`src/rtl/cfg_phase_pkg.sv`:
```
`timescale 1ns/1ps
package cfg_phase_pkg;

    localparam int PHASE_W = 3;

    typedef enum logic [PHASE_W-1:0] {
        PH_PWRUP   = 3'd0,
        PH_RESET   = 3'd1,
        PH_CONFIG  = 3'd2,
        PH_INIT    = 3'd3,
        PH_USER    = 3'd4,
        PH_UNKNOWN = 3'd5
    } phase_e;

    // target-side inputs grouped for the sequencer
    typedef struct packed {
        logic hold;
        logic done;
        logic health;
        logic burst;
    } tgt_pins_t;

    // supported loading modes: below 16 and low two bits not both set
    function automatic logic strap_supported(input logic [4:0] code);
        return (code[4] == 1'b0) && (code[1:0] != 2'b11);
    endfunction

    function automatic logic link_lost(input tgt_pins_t p);
        return !(p.done && p.health);
    endfunction

endpackage

```
`src/rtl/cfg_pwr_qual.sv`:
```
`timescale 1ns/1ps
module cfg_pwr_qual #(
    parameter int STABLE_CYCLES = 16
) (
    input  logic clk,
    input  logic rst,
    input  logic pwr_good,
    output logic pwr_stable
);
    localparam int CNT_W = $clog2(STABLE_CYCLES + 1);
    localparam logic [CNT_W-1:0] CNT_MAX = CNT_W'(STABLE_CYCLES);

    logic [CNT_W-1:0] hi_cnt_q;

    always_ff @(posedge clk) begin
        if (rst || !pwr_good) begin
            hi_cnt_q <= '0;
        end else if (hi_cnt_q != CNT_MAX) begin
            hi_cnt_q <= hi_cnt_q + 1'b1;
        end
    end

    assign pwr_stable = (hi_cnt_q == CNT_MAX);
endmodule

```
`src/rtl/cfg_strap_dec.sv`:
```
`timescale 1ns/1ps
module cfg_strap_dec #(
    parameter int STRAP_W = 5
) (
    input  logic               clk,
    input  logic               rst,
    input  logic [STRAP_W-1:0] strap_in,
    output logic [STRAP_W-1:0] strap_q,
    output logic               strap_ok
);
    import cfg_phase_pkg::*;

    always_ff @(posedge clk) begin
        if (rst) strap_q <= '0;
        else     strap_q <= strap_in;
    end

    generate
        if (STRAP_W == 5) begin : g_native
            assign strap_ok = strap_supported(strap_q);
        end else begin : g_wide
            logic upper_clear;
            assign upper_clear = (strap_q >> 4) == '0;
            assign strap_ok = upper_clear && (strap_q[1:0] != 2'b11);
        end
    endgenerate
endmodule

```
`src/rtl/cfg_phase_fsm.sv`:
```
`timescale 1ns/1ps
module cfg_phase_fsm (
    input  logic                      clk,
    input  logic                      rst,
    input  logic                      pwr_good,
    input  logic                      pwr_stable,
    input  cfg_phase_pkg::tgt_pins_t  pins,
    output cfg_phase_pkg::phase_e     phase_q
);
    import cfg_phase_pkg::*;

    phase_e phase_d;

    always_comb begin
        phase_d = phase_q;
        if (!pwr_good) begin
            phase_d = PH_PWRUP;
        end else if (phase_q == PH_PWRUP) begin
            if (pwr_stable) phase_d = pins.hold ? PH_RESET : PH_CONFIG;
        end else if (pins.hold) begin
            phase_d = PH_RESET;
        end else begin
            case (phase_q)
                PH_RESET:  phase_d = PH_CONFIG;
                PH_CONFIG: begin
                    if (!pins.health)                phase_d = PH_RESET;
                    else if (pins.done)              phase_d = PH_INIT;
                end
                PH_INIT: begin
                    if (link_lost(pins))             phase_d = PH_UNKNOWN;
                    else if (pins.burst)             phase_d = PH_USER;
                end
                PH_USER: begin
                    if (link_lost(pins))             phase_d = PH_UNKNOWN;
                end
                PH_UNKNOWN: phase_d = PH_UNKNOWN;
                default:    phase_d = PH_UNKNOWN;
            endcase
        end
    end

    always_ff @(posedge clk) begin
        if (rst) phase_q <= PH_PWRUP;
        else     phase_q <= phase_d;
    end
endmodule

```
`src/rtl/cfg_status_port.sv`:
```
`timescale 1ns/1ps
module cfg_status_port #(
    parameter int DATA_W  = 32,
    parameter int ADDR_W  = 8,
    parameter int STRAP_W = 5
) (
    input  logic                  clk,
    input  logic                  rst,
    input  logic                  rd_en,
    input  logic [ADDR_W-1:0]     rd_addr,
    input  cfg_phase_pkg::phase_e phase,
    input  logic [STRAP_W-1:0]    strap,
    input  logic                  strap_ok,
    output logic [DATA_W-1:0]     rd_data
);
    import cfg_phase_pkg::*;

    localparam int STRAP_LSB = PHASE_W;
    localparam int OK_BIT    = STRAP_LSB + STRAP_W;
    localparam logic [ADDR_W-1:0] STATUS_OFS = '0;

    logic [DATA_W-1:0] status_word;

    always_comb begin
        status_word = '0;
        status_word[PHASE_W-1:0]          = phase;
        status_word[STRAP_LSB +: STRAP_W] = strap;
        status_word[OK_BIT]               = strap_ok;
    end

    always_ff @(posedge clk) begin
        if (rst)                                  rd_data <= '0;
        else if (rd_en && rd_addr == STATUS_OFS)  rd_data <= status_word;
        else                                      rd_data <= '0;
    end
endmodule

```
`src/rtl/cfg_phase_tracker.sv`:
```
`timescale 1ns/1ps
module cfg_phase_tracker #(
    parameter int STABLE_CYCLES = 16,
    parameter int DATA_W        = 32,
    parameter int ADDR_W        = 8,
    parameter int STRAP_W       = 5
) (
    input  logic               clk,
    input  logic               rst,
    input  logic               pwr_good,
    input  logic               hold_req,
    input  logic [STRAP_W-1:0] strap_in,
    input  logic               tgt_done,
    input  logic               tgt_health,
    input  logic               burst_done,
    input  logic               rd_en,
    input  logic [ADDR_W-1:0]  rd_addr,
    output logic [DATA_W-1:0]  rd_data
);
    import cfg_phase_pkg::*;

    logic         pwr_stable;
    logic [STRAP_W-1:0] strap_q;
    logic         strap_ok;
    tgt_pins_t    pins;
    phase_e       phase_q;

    assign pins = '{hold: hold_req, done: tgt_done, health: tgt_health, burst: burst_done};

    cfg_pwr_qual #(.STABLE_CYCLES(STABLE_CYCLES)) u_pwr (
        .clk(clk), .rst(rst), .pwr_good(pwr_good), .pwr_stable(pwr_stable)
    );

    cfg_strap_dec #(.STRAP_W(STRAP_W)) u_strap (
        .clk(clk), .rst(rst), .strap_in(strap_in), .strap_q(strap_q), .strap_ok(strap_ok)
    );

    cfg_phase_fsm u_fsm (
        .clk(clk), .rst(rst), .pwr_good(pwr_good), .pwr_stable(pwr_stable),
        .pins(pins), .phase_q(phase_q)
    );

    cfg_status_port #(.DATA_W(DATA_W), .ADDR_W(ADDR_W), .STRAP_W(STRAP_W)) u_port (
        .clk(clk), .rst(rst), .rd_en(rd_en), .rd_addr(rd_addr),
        .phase(phase_q), .strap(strap_q), .strap_ok(strap_ok), .rd_data(rd_data)
    );
endmodule

```
`config.mk`:
```
export PLATFORM = sky130hd
export DESIGN_NAME = cfg_phase_tracker
export DESIGN_NICKNAME = d
export VERILOG_FILES = /design/src/rtl/cfg_phase_pkg.sv /design/src/rtl/cfg_pwr_qual.sv /design/src/rtl/cfg_strap_dec.sv /design/src/rtl/cfg_phase_fsm.sv /design/src/rtl/cfg_status_port.sv /design/src/rtl/cfg_phase_tracker.sv
export SDC_FILE = /design/constraint.sdc
export NUM_CORES = 1
export LEC_CHECK = 0
export CORE_ASPECT_RATIO = 0.75
export CORE_MARGIN = 2
export CORE_UTILIZATION = 43
export CTS_BUF_LIST = sky130_fd_sc_hd__clkbuf_8
export CTS_CLUSTER_DIAMETER = 80
export DETAILED_ROUTE_END_ITERATION = 6
export GPL_ROUTABILITY_DRIVEN = 1
export PLACE_DENSITY_LB_ADDON = 0.08
export SLEW_MARGIN = 25
export SYNTH_ARGS = -nofsm -noshare
export SYNTH_HDL_FRONTEND = slang
export SYNTH_SLANG_ARGS = --single-unit
```
`constraint.sdc`:
```
create_clock -name clk -period 4.4 [get_ports clk]
set_clock_uncertainty 0.2 [all_clocks]
set_input_delay 0.88 -clock clk [delete_from_list [all_inputs] [get_ports clk]]
set_output_delay 0.88 -clock clk [all_outputs]
set_load 0.02 [all_outputs]
```
==> results of run 1 <==
## report_power, final
group          internal, mW  leakage (nW)  total (mW)  switching [mW]
registers             0.202         0.179       0.204         0.00141
logic                0.0203         0.315      0.0466          0.0263
clock network         0.121        0.0357       0.186          0.0648
total                 0.344         0.530       0.437          0.0924
## final timing paths
| check | start | endpoint | cells past startpoint |
|---|---|---|---|
| worst max-delay path | rst | u_fsm.phase_q[1]$_SDFFE_PP0P_ | 4 |
| worst min-delay path | u_strap.strap_q[3]$_SDFF_PP0_ | u_port.rd_data[6]$_SDFF_PP0_ | 1 |
| worst max register to register | u_pwr.hi_cnt_q[0]$_SDFFE_PP0P_ | u_fsm.phase_q[1]$_SDFFE_PP0P_ | 6 |
| worst min register to register | u_strap.strap_q[3]$_SDFF_PP0_ | u_port.rd_data[6]$_SDFF_PP0_ | 1 |
## final cells by class
| type | instances | area [um^2] | share of cell area, % |
|---|---|---|---|
| Multi-Input combinational cell | 77 | 450.4 | 34.78 |
| Clock inverter | 1 | 30.03 | 2.319 |
| Inverter | 3 | 11.26 | 0.8696 |
| Timing Repair Buffer | 29 | 290.3 | 22.42 |
| Sequential cell | 22 | 440.4 | 34.01 |
| Clock buffer | 3 | 41.29 | 3.188 |
| Tap cell | 25 | 31.28 | 2.415 |
## registers in the layout, indices dropped and copies added (netlist names)
name	cells
u_fsm.phase_q	3
u_strap.strap_q	5
u_port.rd_data	9
u_pwr.hi_cnt_q	5
## critical path, delay by kind of cell
family                 cells  cell delay [ps]
AOI/OAI and AO/OA          1              120
buffers and inverters      1              520
and+or+nand+nor            2              850
## kinds of logic after synthesis
| family | share of synthesized area [%] |
|---|---|
| mux | 1.001 |
| simple gates | 22.28 |
| other cells | 0.3751 |
| compound gates | 7.135 |
| buf+inv | 19.15 |
| flops | 44.05 |
| fa+ha+maj | 2.503 |
| xor+xnor | 3.505 |
## cell usage in the layout (no fill, tap or decap)
master,instances
a211oi_1,1
a21oi_1,4
a31oi_1,1
a32oi_1,1
a41oi_1,1
and2_1,9
and4b_1,1
and4bb_4,1
bufinv_16,1
clkbuf_8,3
clkdlybuf4s50_1,29
conb_1,23
dfxtp_1,22
ha_1,2
inv_1,3
mux2i_1,1
nand2_1,1
nand2b_1,2
nand3_1,3
nand3b_1,1
nor2_1,6
nor2b_1,7
nor3_1,1
nor3_2,1
nor4_1,2
o21ai_0,2
o21ba_2,1
or4_1,1
xnor2_1,2
xor2_1,2
## per-layer routing
| layer | vias to the layer above | share of wire (%) | global-route usage (%) |
|---|---|---|---|
| li1 | 360 | - | - |
| met1 | 328 | 44 | 15.03 |
| met2 | 33 | 47 | 21.52 |
| met3 | 4 | 7.0 | 5.966 |
| met4 | 0 | 2.0 | 7.111 |
| met5 | - | 0 | 0 |
==> metrics.yaml, run 1 <==
status:
  status: "finished clean"
floorplan:
  rows: 15
  start_util_pct: 44.39
  die_w_um: 59.68
  die_h_um: 45.76
  die_area_um2: 2730
  core_region_area_um2: 2252
  io_pins: 53
clock_tree:
  cts_setup_buffers: 0
  numCtsBuffers: 3
  root_buffer: "clkbuf_8"
  cts_resized: 0
  clk_path_buf_depth: 2
  ctsHoldBuffers: 0
  h-tree-depth: 1
  path_clk_slew_ps: 80
  clk_latency_ps: 260
  cts_num_sinks: 22
  cts_tree: "done"
worst_setup_path:
  cp_slowest_cell: "or4_1"
  endpoint_kind: "flip-flop"
  ff2ff_setup_slack_ps: 2670
  worst_setup_path_start_kind: "primary input"
  required_ps: 4400
  path_cells: "clkdlybuf4s50_1 -> nand2b_1 -> or4_1 -> a21oi_1"
  cpPeakStageDelay_ps: 530
  path_max_fanout: 8
  path_class: "in2reg"
  crit_arrival_ps: 2360
global_route:
  overflow: 0
  first_global_vias: 622
  grt_first_pass_wirelength_um: 2628
  grtUsageTotal_pct: 13.39
  antenna_found_initial: 0
  grt_max_degree: 14
place:
  place_hpwl_um: 1287
  dpl_cell_area_um2: 1224
  placedCellCount: 156
  io_buffers: 29
  gp_congestion: 0.8838
  dp_slack_ps: 1777
power:
  p_per_area_nw_per_um2: 337.1
  ir_drop_mv: 0.2050
  power.total_mw: 0.4365
  p_leak_nw: 0.5295
sta:
  timing.hold.ws_ps: 226.8
  hold_violations: 0
  final.min_clock_period_ps: 2360
  layout_setup_ws_ps: 2040
  finalMaxSlewViolations: 0
  fin_crit_sh_pct: 53.64
  setup_violations: 0
  rsz0062_at_grt: "no"
  fmax_mhz: 423.7
  totalNegativeSetupSlack_ps: 0
logic_synthesis:
  yosysTopAreaCell: "dfxtp_1"
  synth-main-ff-cell: "dfxtp_1"
  syn_inst: 105
  synth_warnings: 0
  synth_seq_area_share_pct: 44.06
  synth_cell_types: 29
  avgSynthCellArea_um2: 9.521
  synth-seq-cells: 22
  syn-cell-area_um2: 999.7
  synth_common_cells: "23 x buf_4, 22 x dfxtp_1, 9 x and2_1, 7 x nor2b_1, 6 x nor2_1"
  ys_async_sr_fraction_pct: 0
  synthDominantCellAreaShare_pct: 44.06
  synth_edf_count: 0
  yosysMostFrequentCell: "buf_4"
  synthTopCellsByArea: "dfxtp_1 44%, buf_4 17%, and2_1 5.6%"
detailed_routing:
  vias: 725
  drt-total-wl_um: 1585
  wl_per_cell_um: 9.906
  vias_per_cell: 4.531
  drt_iter0_markers: 7
  ant_nets: 0
  dr.pass1.iters: 4
  drc: 0
final_layout:
  layout-drive-gt1-share_pct: 5.185
  stdcell_count: 160
  fin_area_um2: 1295
  final_util_pct: 57.50
  antenna_cells: 0
  n_fill_cell: 186
  fin_nets: 159
  area_growth_pct: 29.54
min_path:
  hp-class: "reg2reg"
flow_run:
  cap_violations: 0
(Power assumes the default switching activity.)
==> run 2: changes to the inputs <==
CORE_UTILIZATION = 40   (was 43)
clock period = 2.45 ns   (was 4.4 ns; I/O delays follow)
==> run 2 against run 1 <==
Critical path depth did not move. Combinational power grew 81%. Clock-buffer cell count stayed put. Worst setup slack got worse by 1500 ps. Sequential power grew 79%. Non-clock buffer count unchanged. Clock power increased by 78%. Wire length grew 8.9%. Cell area increased by 0.87%. Total power up 79%. Register-to-register slack got worse by 2000 ps.
==> metrics.yaml, run 2 (same netlist as run 1, synthesis figures left out) <==
clock_tree:
  cts_setup_buffers: 0  # unchanged
  ctsHoldBuffers: 0  # unchanged
  path_clk_slew_ps: 80  # about the same
  numCtsBuffers: 3  # unchanged
  root_buffer: "clkbuf_8"
  h-tree-depth: 1  # unchanged
  clk_path_buf_depth: 2  # unchanged
  cts_num_sinks: 22  # unchanged
  cts_resized: 0  # unchanged
  cts_tree: "done"
  clk_latency_ps: 260  # about the same
global_route:
  grt_max_degree: 14  # unchanged
  grtUsageTotal_pct: 13.61  # +0.22 points
  first_global_vias: 575  # -7.6%
  grt_first_pass_wirelength_um: 2760  # +5.0%
  overflow: 0  # unchanged
  antenna_found_initial: 0  # unchanged
worst_setup_path:
  ff2ff_setup_slack_ps: 690  # -1980 ps
  ff2ff_path_depth: 6  # unchanged
  crit_arrival_ps: 1940  # -420 ps
  r2r_start: "u_pwr.hi_cnt_q[0]$_SDFFE_PP0P_"
  path_max_fanout: 8  # unchanged
  r2r_end: "u_fsm.phase_q[1]$_SDFFE_PP0P_"
  endpoint_kind: "flip-flop"
  worst_setup_path_start_kind: "primary input"
  required_ps: 2440  # -1960 ps
  worstSetupStartpoint: "rst"
  setup.worst_path.end: "u_fsm.phase_q[1]$_SDFFE_PP0P_"
  path_class: "in2reg"
detailed_routing:
  ant_nets: 0  # unchanged
  vias_per_cell: 4.254  # -6.1%
  drt_iter0_markers: 11  # +4
  dr.pass1.iters: 4  # unchanged
  vias: 719  # -0.83%
  drc: 0  # unchanged
  wl_per_cell_um: 10.21  # +3.1%
  drt-total-wl_um: 1726  # +8.9%
min_path:
  hp-class: "reg2reg"
final_layout:
  fin_nets: 159  # unchanged
  final_util_pct: 56.13  # -1.4 points
  final_cell_mix: "29 x clkdlybuf4s50_1, 23 x conb_1, 22 x dfxtp_1"
  layout_commonest_cell: "clkdlybuf4s50_1"
  largest_reg_flops: 9  # unchanged
  largest-register: "u_port.rd_data"
  area_growth_pct: 30.66
  layout-drive-gt1-share_pct: 5.185  # unchanged
  antenna_cells: 0  # unchanged
  top_regs: "u_port.rd_data: 9 flops, u_pwr.hi_cnt_q: 5 flops, u_strap.strap_q: 5 flops"
sta:
  finalMaxSlewViolations: 0  # unchanged
  final.min_clock_period_ps: 1947
  fin_crit_sh_pct: 79.48
  totalNegativeSetupSlack_ps: 0  # unchanged
  hold_violations: 0  # unchanged
  setup_violations: 0  # unchanged
  fmax_mhz: 513.6
  rsz0062_at_grt: "no"
floorplan:
  die_h_um: 47.30  # +3.4%
  rows: 15  # unchanged
  die_area_um2: 2919  # +6.9%
  core_region_area_um2: 2327  # +3.3%
  start_util_pct: 42.96  # -1.4 points
  io_pins: 53  # unchanged
  die_w_um: 61.73  # +3.4%
place:
  io_buffers: 29  # unchanged
  gp_congestion: 0.7895  # -11%
  place_hpwl_um: 1412  # +9.7%
status:
  status: "finished clean"
power:
  p_leak_nw: 0.5295  # unchanged
  ir_drop_mv: 0.3336  # +63%
  p_per_area_nw_per_um2: 598.3  # +77%
flow_run:
  cap_violations: 0  # unchanged
[run 2: worst min-delay path by stage]
stage / from / to / slack (ps) / cells after the start
after floorplan: u_strap.strap_q[2]$_SDFF_PP0_ / u_port.rd_data[5]$_SDFF_PP0_ / 210 / 1
after global placement: u_strap.strap_q[2]$_SDFF_PP0_ / u_port.rd_data[5]$_SDFF_PP0_ / 210 / 1
after detailed placement: u_strap.strap_q[2]$_SDFF_PP0_ / u_port.rd_data[5]$_SDFF_PP0_ / 220 / 1
after CTS: u_strap.strap_q[2]$_SDFF_PP0_ / u_port.rd_data[5]$_SDFF_PP0_ / 230 / 1
after global routing: u_strap.strap_q[3]$_SDFF_PP0_ / u_port.rd_data[6]$_SDFF_PP0_ / 250 / 1
final: u_strap.strap_q[2]$_SDFF_PP0_ / u_port.rd_data[5]$_SDFF_PP0_ / 230 / 1
[run 2: power by group]
group / leakage (nW) / switching [mW] / internal [mW]
clock: 0.0357 / 0.113 / 0.218
combinational: 0.315 / 0.0477 / 0.0367
sequential: 0.179 / 0.00308 / 0.363
total: 0.530 / 0.163 / 0.618
[run 2: area by class of cell]
class | instances | area [um^2]
fillers | 221 | 1021
inverters | 3 | 11.26
flip-flops and latches | 22 | 440.4
clock buffers | 3 | 41.29
multi-input cells | 77 | 450.4
repair buffers | 29 | 290.3
well taps | 34 | 42.54
clock inverters | 1 | 30.03
[run 2: stage by stage]
stage | setup WS [ps] | hold slack (ps) | total power, mW | area, um^2 | std cells
global placement | 274.7 | 212.8 | 0.4570 | 1235 | 165
floorplan | 848.9 | 205.7 | 0.4479 | 1082 | 127
finish | 502.8 | 225.4 | 0.7815 | 1306 | 169
detailed placement | 213.0 | 215.7 | 0.4585 | 1235 | 165
global route | 399.1 | 246.7 | 0.8095 | 1306 | 169
CTS | 501.4 | 227.9 | 0.7896 | 1306 | 169
[run 2: layer usage]
metal  global-route usage (%)  up-vias  share of wire (%)
li1                         -      359                  -
met1                    17.52      318                 44
met2                    21.05       38                 46
met3                    3.306        4                7.6
met4                    7.660        0                2.2
met5                        0        -                  0
[run 2: worst max-delay path: stages]
cell and delay (ps):
clkdlybuf4s50_1 500, nand2b_1 310, or4_1 500, a21oi_1 130
